### config.mk
export PLATFORM = sky130hd
export DESIGN_NAME = audio_clk_prescaler
export DESIGN_NICKNAME = d
export VERILOG_FILES = /design/src/rtl/acp_pkg.sv /design/src/rtl/acp_ctrl.sv /design/src/rtl/acp_datapath.sv /design/src/rtl/audio_clk_prescaler.sv
export SDC_FILE = /design/constraint.sdc
export NUM_CORES = 1
export LEC_CHECK = 0
export CAP_MARGIN = 0
export CORE_ASPECT_RATIO = 1.75
export CORE_MARGIN = 5
export CORE_UTILIZATION = 45
export CTS_BUF_LIST = sky130_fd_sc_hd__clkbuf_16
export CTS_CLUSTER_DIAMETER = 200
export DETAILED_ROUTE_END_ITERATION = 8
export DONT_BUFFER_PORTS = 1
export GPL_TIMING_DRIVEN = 1
export PLACE_DENSITY = 0.62
export SYNTH_ARGS = -nofsm -noshare
export SYNTH_HDL_FRONTEND = slang
export SYNTH_HIERARCHICAL = 1
export SYNTH_SLANG_ARGS = --single-unit
### constraint.sdc
create_clock -name clk -period 7.3 [get_ports clk]
set_input_delay 1.46 -clock clk [delete_from_list [all_inputs] [get_ports clk]]
set_output_delay 1.46 -clock clk [all_outputs]
set_load 0.01 [all_outputs]
### src/rtl/acp_pkg.sv
package acp_pkg;
  localparam int DIV_W        = 8;
  localparam int RATIO_W      = DIV_W + 1;
  localparam int CFG_W        = DIV_W + 2;
  localparam int SHORT_BITS   = 16;
  localparam int LONG_BITS    = 32;
  localparam int SHORT_MCKDIV = 8;
  localparam int LONG_MCKDIV  = 4;
  localparam int SUB_W        = $clog2(SHORT_MCKDIV);
  localparam int BIT_W        = $clog2(2 * LONG_BITS);

  typedef struct packed {
    logic [DIV_W-1:0] div;
    logic             odd;
    logic             mclkEn;
    logic             longFrame;
  } cfg_t;

  typedef struct packed {
    logic [RATIO_W-1:0] ratio;
    logic [RATIO_W-1:0] lowLen;
    logic [SUB_W-1:0]   subLast;
    logic [SUB_W-1:0]   subHalf;
    logic [BIT_W-1:0]   bitLast;
    logic [BIT_W-1:0]   bitHalf;
    logic               mclkEn;
  } limits_t;

  typedef struct packed {
    logic load;
  } strobes_t;
endpackage

### src/rtl/acp_ctrl.sv
module acp_ctrl
  import acp_pkg::*;
#(
  parameter int MIN_DIV = 2
) (
  input  logic             clk,
  input  logic             rstN,
  input  logic [CFG_W-1:0] cfgWord,
  input  logic             frameLong,
  input  logic             frameEnd,
  output limits_t          lim,
  output strobes_t         strb
);
  localparam logic [DIV_W-1:0] DIV_FLOOR = DIV_W'(MIN_DIV);

  cfg_t active;
  cfg_t incoming;
  logic primed;

  // field positions of the configuration word
  always_comb begin
    incoming.div       = (cfgWord[DIV_W-1:0] < DIV_FLOOR) ? DIV_FLOOR : cfgWord[DIV_W-1:0];
    incoming.odd       = cfgWord[DIV_W];
    incoming.mclkEn    = cfgWord[DIV_W+1];
    incoming.longFrame = frameLong;
  end

  assign strb.load = primed | frameEnd;

  always_ff @(posedge clk or negedge rstN) begin
    if (!rstN) begin
      active.div       <= DIV_FLOOR;
      active.odd       <= 1'b0;
      active.mclkEn    <= 1'b0;
      active.longFrame <= 1'b0;
      primed           <= 1'b1;
    end else begin
      primed <= 1'b0;
      if (strb.load) active <= incoming;
    end
  end

  always_comb begin
    lim.ratio  = {active.div, active.odd};
    lim.lowLen = RATIO_W'(active.div) + RATIO_W'(active.odd);
    lim.mclkEn = active.mclkEn;
    if (active.mclkEn) begin
      lim.subLast = active.longFrame ? SUB_W'(LONG_MCKDIV - 1) : SUB_W'(SHORT_MCKDIV - 1);
      lim.subHalf = active.longFrame ? SUB_W'(LONG_MCKDIV / 2) : SUB_W'(SHORT_MCKDIV / 2);
    end else begin
      lim.subLast = '0;
      lim.subHalf = '0;
    end
    lim.bitLast = active.longFrame ? BIT_W'(2 * LONG_BITS - 1) : BIT_W'(2 * SHORT_BITS - 1);
    lim.bitHalf = active.longFrame ? BIT_W'(LONG_BITS) : BIT_W'(SHORT_BITS);
  end

  assert_div_floor_R3: assert property (@(posedge clk) disable iff (!rstN)
    lim.ratio >= RATIO_W'(2 * MIN_DIV));
endmodule

### src/rtl/acp_datapath.sv
module acp_datapath
  import acp_pkg::*;
(
  input  logic     clk,
  input  logic     rstN,
  input  limits_t  lim,
  input  strobes_t strb,
  output logic     frameEnd,
  output logic     mclkOut,
  output logic     bclkOut,
  output logic     wsOut
);
  logic [RATIO_W-1:0] phaseCnt;
  logic [SUB_W-1:0]   subCnt;
  logic [BIT_W-1:0]   bitCnt;
  logic preWrap, bitWrap, preLevel;

  assign preWrap  = (phaseCnt == lim.ratio - RATIO_W'(1));
  assign bitWrap  = preWrap && (subCnt == lim.subLast);
  assign frameEnd = bitWrap && (bitCnt == lim.bitLast);
  assign preLevel = (phaseCnt >= lim.lowLen);

  always_ff @(posedge clk or negedge rstN) begin
    if (!rstN) begin
      phaseCnt <= '0;
      subCnt   <= '0;
      bitCnt   <= '0;
    end else if (strb.load) begin
      phaseCnt <= '0;
      subCnt   <= '0;
      bitCnt   <= '0;
    end else begin
      phaseCnt <= preWrap ? '0 : phaseCnt + RATIO_W'(1);
      if (preWrap) subCnt <= (subCnt == lim.subLast) ? '0 : subCnt + SUB_W'(1);
      if (bitWrap) bitCnt <= bitCnt + BIT_W'(1);
    end
  end

  always_ff @(posedge clk or negedge rstN) begin
    if (!rstN) begin
      mclkOut <= 1'b0;
      bclkOut <= 1'b0;
      wsOut   <= 1'b0;
    end else begin
      mclkOut <= lim.mclkEn & preLevel;
      bclkOut <= lim.mclkEn ? (subCnt >= lim.subHalf) : preLevel;
      wsOut   <= (bitCnt >= lim.bitHalf);
    end
  end

  assert_phase_bound_R2: assert property (@(posedge clk) disable iff (!rstN)
    phaseCnt < lim.ratio);

  assert_mclk_quiet_R5: assert property (@(posedge clk) disable iff (!rstN)
    !$past(lim.mclkEn) |-> !mclkOut);

  assert_ws_on_fall_R9: assert property (@(posedge clk) disable iff (!rstN)
    ($rose(wsOut) || $fell(wsOut)) |-> $fell(bclkOut));

  assert_frame_hold_R10: assert property (@(posedge clk) disable iff (!rstN)
    ($past(rstN, 2) && !$past(frameEnd)) |-> $stable(lim));
endmodule

### src/rtl/audio_clk_prescaler.sv
module audio_clk_prescaler
  import acp_pkg::*;
#(
  parameter int MIN_DIV = 2
) (
  input  logic             clk,
  input  logic             rstN,
  input  logic [CFG_W-1:0] cfgWord,
  input  logic             frameLong,
  output logic             mclkOut,
  output logic             bclkOut,
  output logic             wsOut
);
  limits_t  lim;
  strobes_t strb;
  logic     frameEnd;

  acp_ctrl #(.MIN_DIV(MIN_DIV)) i_ctrl (
    .clk(clk), .rstN(rstN), .cfgWord(cfgWord), .frameLong(frameLong),
    .frameEnd(frameEnd), .lim(lim), .strb(strb)
  );

  acp_datapath i_datapath (
    .clk(clk), .rstN(rstN), .lim(lim), .strb(strb), .frameEnd(frameEnd),
    .mclkOut(mclkOut), .bclkOut(bclkOut), .wsOut(wsOut)
  );
endmodule

==> After elaboration in Yosys (flattened, before gate mapping) <==
Index checks and enable logic that the tools add are counted.
{ "op_classes": {"mux": 14, "n_reduce_logical": 4, "bitwise_logic": 2, "add_sub_neg": 5, "n_eq_ne": 3, "magnitude_cmp": 4} }
{ "ops": {"columns": ["cell", "count"], "rows": [
  ["2-to-1 mux 6 bit", 5],
  ["2-to-1 mux 9 bit", 2],
  ["2-to-1 mux 3 bit", 5],
  ["adder 8 x 1 -> 9 bit", 1],
  ["adder 9 x 1 -> 9 bit (second input constant)", 1],
  ["== test 9 bit", 1],
  ["greater-or-equal comparator 9 bit", 1],
  ["subtractor 9 x 1 -> 9 bit (second input constant)", 1],
  ["< comparator 8 x 2 -> 1 bit (second input constant)", 1],
  ["2-to-1 mux 8 bit", 1],
  ["adder 6 x 1 -> 6 bit (second input constant)", 1],
  ["== test 6 bit", 1],
  ["greater-or-equal comparator 6 bit", 1],
  ["nonzero test 2 bit", 2],
  ["adder 3 x 1 -> 3 bit (second input constant)", 1],
  ["== test 3 bit", 1],
  ["greater-or-equal comparator 3 bit", 1],
  ["logical AND 1 bit", 2],
  ["bitwise AND 1 bit", 1],
  ["2-to-1 mux 1 bit", 1],
  ["bitwise OR 1 bit", 1]
]} }
{ "totals": {"in_bits": 13, "register_bits": 33, "word_cells": 43} }

==> Longest topological paths before layout <==
{ "logic_depth": {"depth_word": 7, "mapped_depth": 15, "depth_no_buf": 13} }

==> Modules after synthesis <==
Netlist, hierarchy kept.
{ "by_module_without_submodules": {"columns": ["module", "n_inst", "area_per_inst_um2", "cells_per_inst"], "rows": [
  ["acp_datapath", 1, 1859.3, 209],
  ["acp_ctrl", 1, 730.7, 68]
]} }

==> Worst setup path after synthesis <==
Ideal clock, no wire load.
{ "synth_timing": {"kind": "flip-flop to flip-flop", "from": "reg i_ctrl.active, in the netlist i_ctrl/lim[31]", "to": "reg i_datapath.bitCnt[4]", "arrival_time_ns": 3.632, "stages_incl_launch_ff": 13, "setup_time_ns": 0.127, "slack_ns": 3.540, "period_less_slack_ns": 3.760, "cell_sequence": "dfrtp_1 -> or4_4 -> or4_4 -> a2111oi_0 -> nand2_1 -> nor4_1 -> nor2_1 -> buf_2 -> inv_1 -> clkbuf_1 -> clkbuf_1 -> nor2_1 -> mux2_1"} }
{ "synth_via": {"elab_chain_len": 6, "elab_cells_between_ends": 7} }
{ "synth_lines": {"columns": ["item", "line_no", "source"], "rows": [
  ["start, declared", "acp_ctrl.sv:16", "cfg_t active;"],
  ["start signal, assigned", "acp_ctrl.sv:39", "if (strb.load) active <= incoming;"],
  ["subtractor 9 x 1 -> 9 bit *", "acp_datapath.sv:18", "assign preWrap = (phaseCnt == lim.ratio - RATIO_W'(1));"],
  ["== test 9 bit *", "acp_datapath.sv:18", null],
  ["logical AND 1 bit *", "acp_datapath.sv:19", "assign bitWrap = preWrap && (subCnt == lim.subLast);"],
  ["logical AND 1 bit *", "acp_datapath.sv:20", "assign frameEnd = bitWrap && (bitCnt == lim.bitLast);"],
  ["via frameEnd", "audio_clk_prescaler.sv:16", "logic frameEnd;"],
  ["bitwise OR 1 bit *", "acp_ctrl.sv:28", "assign strb.load = primed | frameEnd;"],
  ["via strb", "audio_clk_prescaler.sv:15", "strobes_t strb;"],
  ["2-to-1 mux 6 bit or nonzero test 2 bit (tied branches)", null, null],
  ["end signal, assigned", "acp_datapath.sv:35", "if (bitWrap) bitCnt <= bitCnt + BIT_W'(1);"],
  ["end, declared", "acp_datapath.sv:15", "logic [BIT_W-1:0] bitCnt;"]
]} }
Mark *: on every way through the listed nets, which the timed path passes. The rest lies on a longest branch.
A chain may end at the register's enable or synchronous reset.

==> Final worst setup path <==
{ "layout_timing": {"from": "reg i_ctrl.active, in the netlist i_ctrl/lim[31]", "to": "reg i_datapath.subCnt[2]"} }
{ "layout_via": {"elab_chain_len": 6, "elab_cells_between_ends": 7} }
{ "layout_lines": {"columns": ["item", "line_no", "source"], "rows": [
  ["subtractor 9 x 1 -> 9 bit *", "acp_datapath.sv:18", null],
  ["== test 9 bit *", "acp_datapath.sv:18", null],
  ["logical AND 1 bit *", "acp_datapath.sv:19", null],
  ["logical AND 1 bit *", "acp_datapath.sv:20", null],
  ["via frameEnd", "audio_clk_prescaler.sv:16", null],
  ["bitwise OR 1 bit *", "acp_ctrl.sv:28", null],
  ["via strb", "audio_clk_prescaler.sv:15", null],
  ["2-to-1 mux 3 bit or nonzero test 2 bit (tied branches)", null, null],
  ["end signal, assigned", "acp_datapath.sv:34", "if (preWrap) subCnt <= (subCnt == lim.subLast) ? '0 : subCnt + SUB_W'(1);"],
  ["end, declared", "acp_datapath.sv:14", "logic [SUB_W-1:0] subCnt;"]
]} }
Marks and branches as above.

==> run summary <==
Outcome: finished clean
Layout Nets: 309
Setup TNS: 0 ns
Min-delay worst type: flop to flop
Post-Syn Instances: 277
CTS buffer count: 5
Design Area, Final: 0.00274 mm^2
Row count: 36
Largest net degree at the start of global routing: 34
N_diodes: 0
Hold buffers post-CTS: 0
Core area: 0.00559 mm^2
WP depth: 9
Post-synthesis sequential area ratio: 32.0%
Residual DRC count: 0
Asr flop ratio synth: 100%
Syn. warnings: 6
Peak supply drop: 88.3 uV
Fin crit period: 3.97 ns
Peak Freq: 252 MHz
Commonest cells in the netlist: dfrtp_1, inv_1, ha_1, nor2_1, xnor2_1
Worst-Margin Slew: 0.807 ns
Fill count: 577
Comb pwr share: 14.0%
Max Slew Vio Count: 0
Post_cts resized: 0
GRT Total Usage: 15.1%
Slowest stage delay, CP: 0.58 ns
# setup viols final: 0
Die area: 0.00743 mm^2
Worst-path clk slew: 0.05 ns
Startpoint types: flop
Post-synth EDFFs: 0
Global route overflow: 0
Top cell type's share of synthesized area: 30.0%
Cell Area, Synth: 0.00259 mm^2
Mean Syn Cell Area: 9.35 um^2
Leak: 1.30 nW
Routed length per placed instance: 14.6 um
Maxcap violations: 0
Clk sink count: 33
CTS root buf: clkbuf_16
Synth Register Bits: 33
IO buf count: 0
CP required: 7.46 ns
Multi-input gate area: 0.00156 mm^2
Leading post-synthesis cells by cell area: dfrtp_1, ha_1, xnor2_1
CP dominant cell by count: or4_4
Critical Path AT: 4.13 ns
Hpwl dp: 3960 um
Worst path bufs/invs: 1
Seq. cell area: 828 um^2
Int Pwr: 0.387 mW
Die X: 67.4 um
GPL Wtd Cong: 0.787
Switching share of power: 25.4%
Die Y: 110 um
Synth Flop Type: dfrtp_1
DRT iter0 DRCs: 89
Netlist cell types: 51
First-pass GRT wire length: 8350 um
Via count: 1821
Vias in the first global route: 1820
DP Area: 0.00258 mm^2
Final Hold Viols: 0
Initial Util: 46.4%
Setup Fix Bufs, Post-CTS: 0
Most common cell in the netlist: dfrtp_1
Layout cells sized above 1: 9.16%
Delay-heaviest family, CP: simple AND/OR/NAND/NOR gates
Post-route ant nets: 0
CP max FO: 19
NetSw: 0.132 mW
Max clock buf depth: 2
CP Cell Sequence: or4_4 > or4_4 > a2111oi_0 > nand2_1 > nor4_1 > nor2_1 > inv_1 > nor4b_1 > a211o_1
Crit end category: flop
Hold Crit Depth: 1
CTS tree: yes
Clock network fraction of total power: 45.2%
Pwr dens: 189 mW/mm^2
Unrepaired setup endpoints after global routing: false
Final wirelength: 5080 um
Vias per cell: 5.22
I/O pins: 16
Clock Latency Late Sink: 0.28 ns
Clock skew: 0.00515 ns
Setup CP Type: flop to flop
Layout Area Growth over Synthesis: 5.80%
Worst r2r path cells: 9
Max stage delay cell, worst path: or4_4
Synth area leader: dfrtp_1
Antenna violations before repair: 0
H-tree levels: 2
Flop pwr share: 40.9%
Slew headroom: 46.0%
Pre-antenna DRT Iters: 4
Tcrit/Tclk final: 54.4%
==> layout make-up <==
type / count / share of cell area, %
flip-flops and latches: 33 / 30.2
clock buffers: 5 / 4.57
multi-input cells: 206 / 56.8
inverters: 26 / 3.56
clock inverters: 3 / 1.37
well taps: 76 / 3.47
==> logic make-up (layout without fill, tap and decap cells) <==
group / Yosys count / after routing / synth area share (%)
AND/OR/NAND/NOR: 88 / 88 / 19.4
other: 2 / 11 / 0.290
flip-flops: 33 / 33 / 32.0
multiplexers: 14 / 14 / 6.14
buffers and inverters: 47 / 34 / 9.23
adder cells (fa/ha/maj): 24 / 24 / 11.6
XOR/XNOR: 33 / 33 / 11.2
AO/OA/AOI/OAI: 36 / 36 / 10.2
==> cell usage in the layout (no fill, tap or decap), drive strengths merged, types with 3 or more instances in the layout <==
master / synthesis / layout
nor2: 24 / 24
a21oi: 5 / 5
and3: 3 / 3
nand3: 14 / 14
nand3b: 4 / 4
o21ai: 9 / 9
nor4: 4 / 4
or3: 3 / 3
inv: 26 / 27
xnor2: 17 / 17
nor3: 3 / 3
mux2: 12 / 12
or4: 3 / 3
nand2b: 8 / 8
dfrtp: 31 / 31
a21o: 7 / 7
nand2: 9 / 9
conb: 2 / 11
nor2b: 4 / 4
ha: 24 / 24
xor2: 16 / 16
clkbuf: 4 / 5
a2111oi: 3 / 3
==> sequential cells by signal, summed over array words and instances (netlist names) <==
register / flops
i_datapath/mclkOut: 1
i_datapath/bitCnt: 6
i_datapath/wsOut: 1
i_datapath/bclkOut: 1
i_ctrl/primed: 1
i_datapath/phaseCnt: 9
i_ctrl/active: 1
i_ctrl/lim: 10
i_datapath/subCnt: 3
==> power groups by stage <==
stage | logic [mW] | registers [mW] | clock network [mW]
after floorplan | 0.0696 | 0.208 | 0
after detailed placement | 0.0730 | 0.215 | 0
after CTS | 0.0735 | 0.212 | 0.240
after global routing | 0.0826 | 0.214 | 0.248
final | 0.0724 | 0.212 | 0.234
after global placement | 0.0702 | 0.215 | 0
==> final timing paths <==
| kind | from | to | slack (ns) |
|---|---|---|---|
| max | i_ctrl/lim[31] | i_datapath/subCnt[2] | 3.33 |
| min in group asynchronous | rstN | i_datapath/phaseCnt[5] | 0.88 |
| min | i_datapath/phaseCnt[0] | i_datapath/phaseCnt[0] | 0.57 |
| max reg2reg | i_ctrl/lim[31] | i_datapath/subCnt[2] | 3.33 |
| max in group asynchronous | rstN | i_ctrl/lim[30] | 6.23 |
| min reg2reg | i_datapath/phaseCnt[0] | i_datapath/phaseCnt[0] | 0.57 |
==> layer usage <==
metal  global-route usage [%]  up-vias  routed length, um
met5                        0        -                  0
met4                     7.40        0                 80
met3                     1.93        7                 83
met2                     29.1       18               2960
met1                     15.4      888               1950
li1                         -      908                  -
==> per-stage QoR <==
step | hold slack, ns | power [mW] | utilization [%] | instances | setup WS [ns]
after floorplan | 0.504 | 0.278 | - | 286 | 3.54
after global placement | 0.570 | 0.285 | 46.1 | 341 | 3.44
after detailed placement | 0.568 | 0.288 | 46.1 | 341 | 3.32
after CTS | 0.578 | 0.526 | 49.1 | 349 | 3.30
after global routing | 0.606 | 0.544 | 49.1 | 349 | 2.97
final | 0.569 | 0.519 | 49.1 | 349 | 3.33
Note: power is estimated with default switching activity, not from simulation.
